[src/rtl/dsport_pwr_pkg.sv]
// Package: shared types for the downstream port power manager.
// Assumes: straps are plain single-bit levels.
package dsport_pwr_pkg;
    typedef struct packed {
        logic ganged;
        logic bus_powered;
    } strap_cfg_t;
endpackage

[src/rtl/ovc_filter.sv]
// Module: ovc_filter
// Counts consecutive low samples of one overcurrent flag and reports an
// accepted fault once the run reaches FILT_CYCLES.
// Assumes: the flag is already synchronous to clk.
module ovc_filter #(
    parameter int FILT_CYCLES = 8
) (
    input  logic clk,
    input  logic rst_n,
    input  logic ovc_n,
    output logic fault
);
    localparam int CW = $clog2(FILT_CYCLES + 1);
    localparam logic [CW-1:0] CMAX = CW'(FILT_CYCLES);

    logic [CW-1:0] run_q;

    // Purpose: length of the current low run, saturating at the limit.
    always_ff @(posedge clk) begin
        if (!rst_n)          run_q <= '0;
        else if (ovc_n)      run_q <= '0;
        else if (run_q != CMAX) run_q <= run_q + 1'b1;
    end

    assign fault = (run_q == CMAX);

    // An accepted fault must be backed by a low sample on the previous edge.
    p_fault_needs_low_r2: assert property (@(posedge clk) disable iff (!rst_n)
        fault |-> $past(!ovc_n));
endmodule

[src/rtl/port_pwr_ctrl.sv]
// Module: port_pwr_ctrl
// Power state and sticky overcurrent status of one port.
// Assumes: inputs already merged for the group policy by the parent.
module port_pwr_ctrl (
    input  logic clk,
    input  logic rst_n,
    input  logic fault,
    input  logic clr,
    input  logic req_on,
    input  logic req_off,
    output logic on_o,
    output logic stat_o
);
    logic on_q, stat_q;

    // Purpose: sticky status; a fault dominates a clear.
    always_ff @(posedge clk) begin
        if (!rst_n)     stat_q <= 1'b0;
        else if (fault) stat_q <= 1'b1;
        else if (clr)   stat_q <= 1'b0;
    end

    // Purpose: power state; fault and off beat on; on blocked while latched.
    always_ff @(posedge clk) begin
        if (!rst_n)                  on_q <= 1'b0;
        else if (fault || req_off)   on_q <= 1'b0;
        else if (req_on && !stat_q)  on_q <= 1'b1;
    end

    assign on_o   = on_q;
    assign stat_o = stat_q;

    p_fault_powers_down_r2: assert property (@(posedge clk) disable iff (!rst_n)
        fault |=> (!on_q && stat_q));
    p_no_restore_latched_r8: assert property (@(posedge clk) disable iff (!rst_n)
        stat_q |=> !$rose(on_q));
    p_clear_blocked_r3: assert property (@(posedge clk) disable iff (!rst_n)
        (stat_q && !clr) |=> stat_q);
endmodule

[src/rtl/dsport_pwr_mgr.sv]
// Module: dsport_pwr_mgr (top)
// Power enables and overcurrent status for NUM_PORTS downstream ports,
// under a ganged or per-port policy chosen by a strap captured in reset.
// Assumes: request, clear and overcurrent inputs are synchronous to clk.
module dsport_pwr_mgr
    import dsport_pwr_pkg::*;
#(
    parameter int NUM_PORTS   = 4,
    parameter int FILT_CYCLES = 8
) (
    input  logic                 clk,
    input  logic                 rst_n,
    input  logic                 strap_gang_i,
    input  logic                 strap_buspwr_i,
    input  logic [NUM_PORTS-1:0] ovc_n_i,
    input  logic [NUM_PORTS-1:0] req_on_i,
    input  logic [NUM_PORTS-1:0] req_off_i,
    input  logic [NUM_PORTS-1:0] stat_clr_i,
    output logic [NUM_PORTS-1:0] pwr_en_n_o,
    output logic [NUM_PORTS-1:0] ovc_stat_o,
    output logic                 gang_mode_o,
    output logic                 bus_pwr_o
);
    strap_cfg_t cfg_q;
    logic [NUM_PORTS-1:0] fault_raw, on_vec;

    // Purpose: load straps while reset is held, freeze them afterwards.
    always_ff @(posedge clk) begin
        if (!rst_n) cfg_q <= '{ganged: strap_gang_i, bus_powered: strap_buspwr_i};
    end

    logic any_fault, any_clr, any_on, any_off;
    assign any_fault = |fault_raw;
    assign any_clr   = |stat_clr_i;
    assign any_on    = |req_on_i;
    assign any_off   = |req_off_i;

    for (genvar g = 0; g < NUM_PORTS; g++) begin : g_port
        logic f_sel, c_sel, on_sel, off_sel;
        ovc_filter #(.FILT_CYCLES(FILT_CYCLES)) u_filt (
            .clk(clk), .rst_n(rst_n), .ovc_n(ovc_n_i[g]), .fault(fault_raw[g]));
        // Purpose: choose group-wide or own-port events per the policy.
        always_comb begin
            f_sel   = cfg_q.ganged ? any_fault : fault_raw[g];
            c_sel   = cfg_q.ganged ? any_clr   : stat_clr_i[g];
            on_sel  = cfg_q.ganged ? any_on    : req_on_i[g];
            off_sel = cfg_q.ganged ? any_off   : req_off_i[g];
        end
        port_pwr_ctrl u_ctrl (
            .clk(clk), .rst_n(rst_n), .fault(f_sel), .clr(c_sel),
            .req_on(on_sel), .req_off(off_sel),
            .on_o(on_vec[g]), .stat_o(ovc_stat_o[g]));
    end

    assign pwr_en_n_o  = ~on_vec;
    assign gang_mode_o = cfg_q.ganged;
    assign bus_pwr_o   = cfg_q.bus_powered;

    p_gang_together_r6: assert property (@(posedge clk) disable iff (!rst_n)
        cfg_q.ganged |-> ($countones(pwr_en_n_o) == 0 || $countones(pwr_en_n_o) == NUM_PORTS));
    p_strap_frozen_r9: assert property (@(posedge clk) disable iff (!rst_n)
        $past(rst_n) |-> $stable(cfg_q));
    p_gang_fault_all_r5: assert property (@(posedge clk) disable iff (!rst_n)
        (cfg_q.ganged && any_fault) |=> (&pwr_en_n_o && &ovc_stat_o));
endmodule

[config.mk]
export PLATFORM = sky130hd
export DESIGN_NAME = dsport_pwr_mgr
export DESIGN_NICKNAME = d
export VERILOG_FILES = /design/src/rtl/dsport_pwr_pkg.sv /design/src/rtl/ovc_filter.sv /design/src/rtl/port_pwr_ctrl.sv /design/src/rtl/dsport_pwr_mgr.sv
export SDC_FILE = /design/constraint.sdc
export NUM_CORES = 1
export LEC_CHECK = 0
export ABC_AREA = 1
export BUFFER_PORTS_ARGS = -buffer_cell sky130_fd_sc_hd__buf_2
export CAP_MARGIN = 0
export CORE_MARGIN = 4
export CORE_UTILIZATION = 53
export CTS_BUF_LIST = sky130_fd_sc_hd__clkbuf_16
export CTS_CLUSTER_DIAMETER = 50
export DETAILED_ROUTE_END_ITERATION = 8
export PLACE_DENSITY = 0.76
export SLEW_MARGIN = 20
export SYNTH_ARGS = -nofsm -noshare
export SYNTH_HDL_FRONTEND = slang
export SYNTH_SLANG_ARGS = --single-unit
[constraint.sdc]
create_clock -name clk -period 1.4 [get_ports clk]
set_input_delay 0 -clock clk [delete_from_list [all_inputs] [get_ports clk]]
set_output_delay 0 -clock clk [all_outputs]
set_load 0.01 [all_outputs]
==> impl_metrics.env <==
export IMPL_fin_area_um2=1700
export IMPL_whs_path_depth=3
export IMPL_clk_path_buf_depth=2
export IMPL_num_fill_cells=223
export IMPL_drt_initial_drc_count=48
export IMPL_coreArea_um2=2520
export IMPL_setup_viol=0
export IMPL_grt_overflow=0
export IMPL_antenna_left=0
export IMPL_ir_drop_uv=780
export IMPL_post_cts_setup_buffer_count=0
export IMPL_num_vias=1214
export IMPL_reg2reg_slack_ps=130
export IMPL_clockPowerShare_pct=39.3
export IMPL_cp_max_fo=5
export IMPL_fin_ws_ps=134
export IMPL_reg2regPathDepth=9
export IMPL_slew_viol_final=0
export IMPL_grt_max_degree=15
export IMPL_synth_top_area_share_pct=33.6
export IMPL_skew_ps=1.78
export IMPL_clkLatencyLatePin_ps=260
export IMPL_ys_seq_area_share_pct=37.8
export IMPL_dp_hpwl_mm=2.30
export IMPL_yosys_register_bits=26
export IMPL_p_seq_share_pct=49.3
export IMPL_fin_nets=240
export IMPL_yosys_area_top_type="dfxtp_1"
export IMPL_num_antenna_cells=0
export IMPL_cts_buffers=3
export IMPL_cts_tree="done"
export IMPL_multi_input_area_um2=743
export IMPL_power_density_nw_per_um2=945
export IMPL_cts_sinks=26
export IMPL_cp_slowest_stage_delay_ps=390
export IMPL_syn_area_per_cell_um2=7.98
export IMPL_static_leakage_power_nw=0.731
export IMPL_p_int_w=0.00124
export IMPL_antenna_found_initial=0
export IMPL_hold_viol=0
export IMPL_cp_slowest_cell="dfxtp_1"
export IMPL_power_switching_w=0.000370
export IMPL_pwr_share_comb_pct=11.4
export IMPL_io_buffers=29
export IMPL_cp_cell_sequence="inv_1, ha_1, nand2_1, nor2_4, nor2_4, nand2_4, nand2_2, nand2_1, nor2_1"
export IMPL_reg2reg_to="g_port[1].u_ctrl.on_o$_SDFFE_PP0P_"
export IMPL_critPathKind="flip-flop to flip-flop"
export IMPL_synth_area_um2=1430
export IMPL_cts_max_level=1
export IMPL_slew_headroom_pct=75.1
export IMPL_cts_root_buf="clkbuf_16"
export IMPL_die_h_um=59.9
export IMPL_drv_cap=0
export IMPL_synth_nets=207
export IMPL_layout_min_cycle_time_ps=1270
export IMPL_avgRoutedWirePerCell_um=11.8
export IMPL_tightestPinTransition_ps=373
export IMPL_grt_usage_pct=17.8
export IMPL_utilization_pct=67.4
export IMPL_rsz0062_at_grt="no"
export IMPL_status="finished clean"
export IMPL_cts_clk_slew_worst_paths_ps=60
export IMPL_cp_start_kind="flip-flop"
export IMPL_drive_gt1_share_pct=28.0
export IMPL_worstReg2RegStart="g_port[0].u_filt.run_q[0]$_SDFFE_PP0N_"
export IMPL_min_to="g_port[1].u_filt.run_q[0]$_SDFFE_PP0N_"
export IMPL_ioPinCount=30
export IMPL_placementRows=18
export IMPL_synthDistinctLibCells=26
export IMPL_swShare_pct=23.0
export IMPL_seqCellArea_um2=543
export IMPL_critPathArrivalTime_ps=1470
export IMPL_firstDrtPassIters=4
export IMPL_hold_path_startpoint="ovc_n_i[1]"
export IMPL_die_w_um=59.9
export IMPL_fin_tns_setup_ps=0
export IMPL_hp_class="input pin to flip-flop"
export IMPL_fmax_mhz=790
export IMPL_start_util_pct=56.6
export IMPL_syn_to_final_growth_pct=18.9
export IMPL_grt_first_pass_wirelength_mm=4.71
export IMPL_place_area_um2=1570
export IMPL_grt_pass1_vias=1169
export IMPL_gp_routability_congestion=0.772
export IMPL_required_ps=1600
export IMPL_synthCells=179
export IMPL_synth_warnings=0
export IMPL_wirelength_mm=2.84
export IMPL_critPathCaptureType="flip-flop"
export IMPL_layout_worst_path_cycle_share_pct=90.4
export IMPL_dp_worst_setup_slack_ps=118
export IMPL_via_per_inst=5.04
export IMPL_synthTopCellsByArea="dfxtp_1 34%, nand2_1 7.6%, a21oi_1 7.0%, ha_1 7.0%, nor2_4 6.3%"
export IMPL_die_area_um2=3590
export IMPL_drc=0
==> Yosys cell counts <==
master and count:
nand2_1 29, dfxtp_1 24, inv_1 23, a21oi_1 20
nor2_1 17, ha_1 8, nor2_4 8, o21ai_0 7
nand3_1 5, a21oi_2 4, buf_4 4, nand2_2 4
xnor2_1 4, a21boi_0 3, nor4_2 3, o21ai_1 3
buf_2 2, edfxtp_1 2, inv_2 2, a211oi_2 1
buf_6 1, nand2_4 1, nand4_1 1, nor3_1 1
or2_0 1, or2_4 1
==> critical path, delay by kind of cell (launching register included) <==
kind	cells	cell delay, ps
simple gates	7	550
flops	1	390
fa+ha+maj	1	190
buf+inv	1	60
==> how the worst max path moves through the flow <==
stage                                      startpoint  depth (start not counted)  slack, ps                            endpoint
6_report       g_port[0].u_filt.run_q[0]$_SDFFE_PP0N_                          9        130  g_port[1].u_ctrl.on_o$_SDFFE_PP0P_
5_1_grt        g_port[1].u_filt.run_q[1]$_SDFFE_PP0N_                          9         20  g_port[1].u_ctrl.on_o$_SDFFE_PP0P_
4_1_cts        g_port[2].u_filt.run_q[0]$_SDFFE_PP0N_                          9        100  g_port[1].u_ctrl.on_o$_SDFFE_PP0P_
3_5_place_dp   g_port[2].u_filt.run_q[0]$_SDFFE_PP0N_                          9        120  g_port[1].u_ctrl.on_o$_SDFFE_PP0P_
3_3_place_gp   g_port[2].u_filt.run_q[0]$_SDFFE_PP0N_                          9        150  g_port[2].u_ctrl.on_o$_SDFFE_PP0P_
2_1_floorplan  g_port[2].u_filt.run_q[0]$_SDFFE_PP0N_                          9        240  g_port[0].u_ctrl.on_o$_SDFFE_PP0P_
==> sequential cells by signal, indices dropped and copies added (netlist names) <==
signal,flops
g_port.u_ctrl.stat_o,4
gang_mode_o,1
g_port.u_filt.run_q,16
g_port.u_ctrl.on_o,4
bus_pwr_o,1
==> layout make-up <==
class / count / share of cell area [%]
Multi-Input combinational cell: 121 / 43.7
Sequential cell: 26 / 32.0
Timing Repair Buffer: 35 / 11.9
Inverter: 25 / 5.52
Clock buffer: 3 / 4.42
Tap cell: 30 / 2.21
Clock inverter: 1 / 0.221
==> through the flow <==
| step | std cells | hold WS, ps | total power [W] |
|---|---|---|---|
| final | 241 | 23.3 | 0.00161 |
| after global routing | 241 | 40.1 | 0.00168 |
| after CTS | 241 | 24.5 | 0.00163 |
| after detailed placement | 232 | 184 | 0.000982 |
| after global placement | 232 | 177 | 0.000971 |
| after floorplan | 179 | 73.4 | 0.000913 |
==> power by group through the flow <==
| stage | clock network, W | registers, W | logic (W) |
|---|---|---|---|
| 3_5_place_dp | 0 | 0.000808 | 0.000174 |
| 6_report | 0.000631 | 0.000792 | 0.000182 |
| 2_1_floorplan | 0 | 0.000806 | 0.000107 |
| 4_1_cts | 0.000649 | 0.000791 | 0.000185 |
| 5_1_grt | 0.000673 | 0.000795 | 0.000209 |
| 3_3_place_gp | 0 | 0.000806 | 0.000165 |
==> per-layer routing <==
metal	wire length (µm)	track usage, %
met2	1500	33.5
met4	66	10.4
met5	0	0
met3	99	2.81
met1	1180	18.1
==> cell usage in the layout (no fill, tap or decap), types with 2 or more instances in the layout <==
cell type      instances
nand2_1               29
buf_2                 29
inv_1                 23
dfxtp_1               22
a21oi_1               20
nor2_1                17
nor2_4                 8
ha_1                   8
o21ai_0                7
nand3_1                5
dlygate4sd3_1          5
nand2_2                4
a21oi_2                4
xnor2_1                4
a21boi_0               3
o21ai_1                3
nor4_2                 3
clkbuf_16              3
inv_2                  2
edfxtp_1               2
dfxtp_2                2
==> repair_timing <==
action / CTS / global route
hold endpoints to repair: 5 / 0
resized for setup: 0 / 2
endpoints found under the setup margin: 0 / 2
hold buffers: 5 / 0
==> logic make-up after synthesis <==
group	share of synthesized area, %
DFF	37.8
adders and majority gates	7.01
xor gates and xnor gates	2.45
AOI/OAI and AO/OA	15.4
and+or+nand+nor	27.1
buffers and inverters	10.2
No activity file was read; power rests on OpenSTA's default activity.
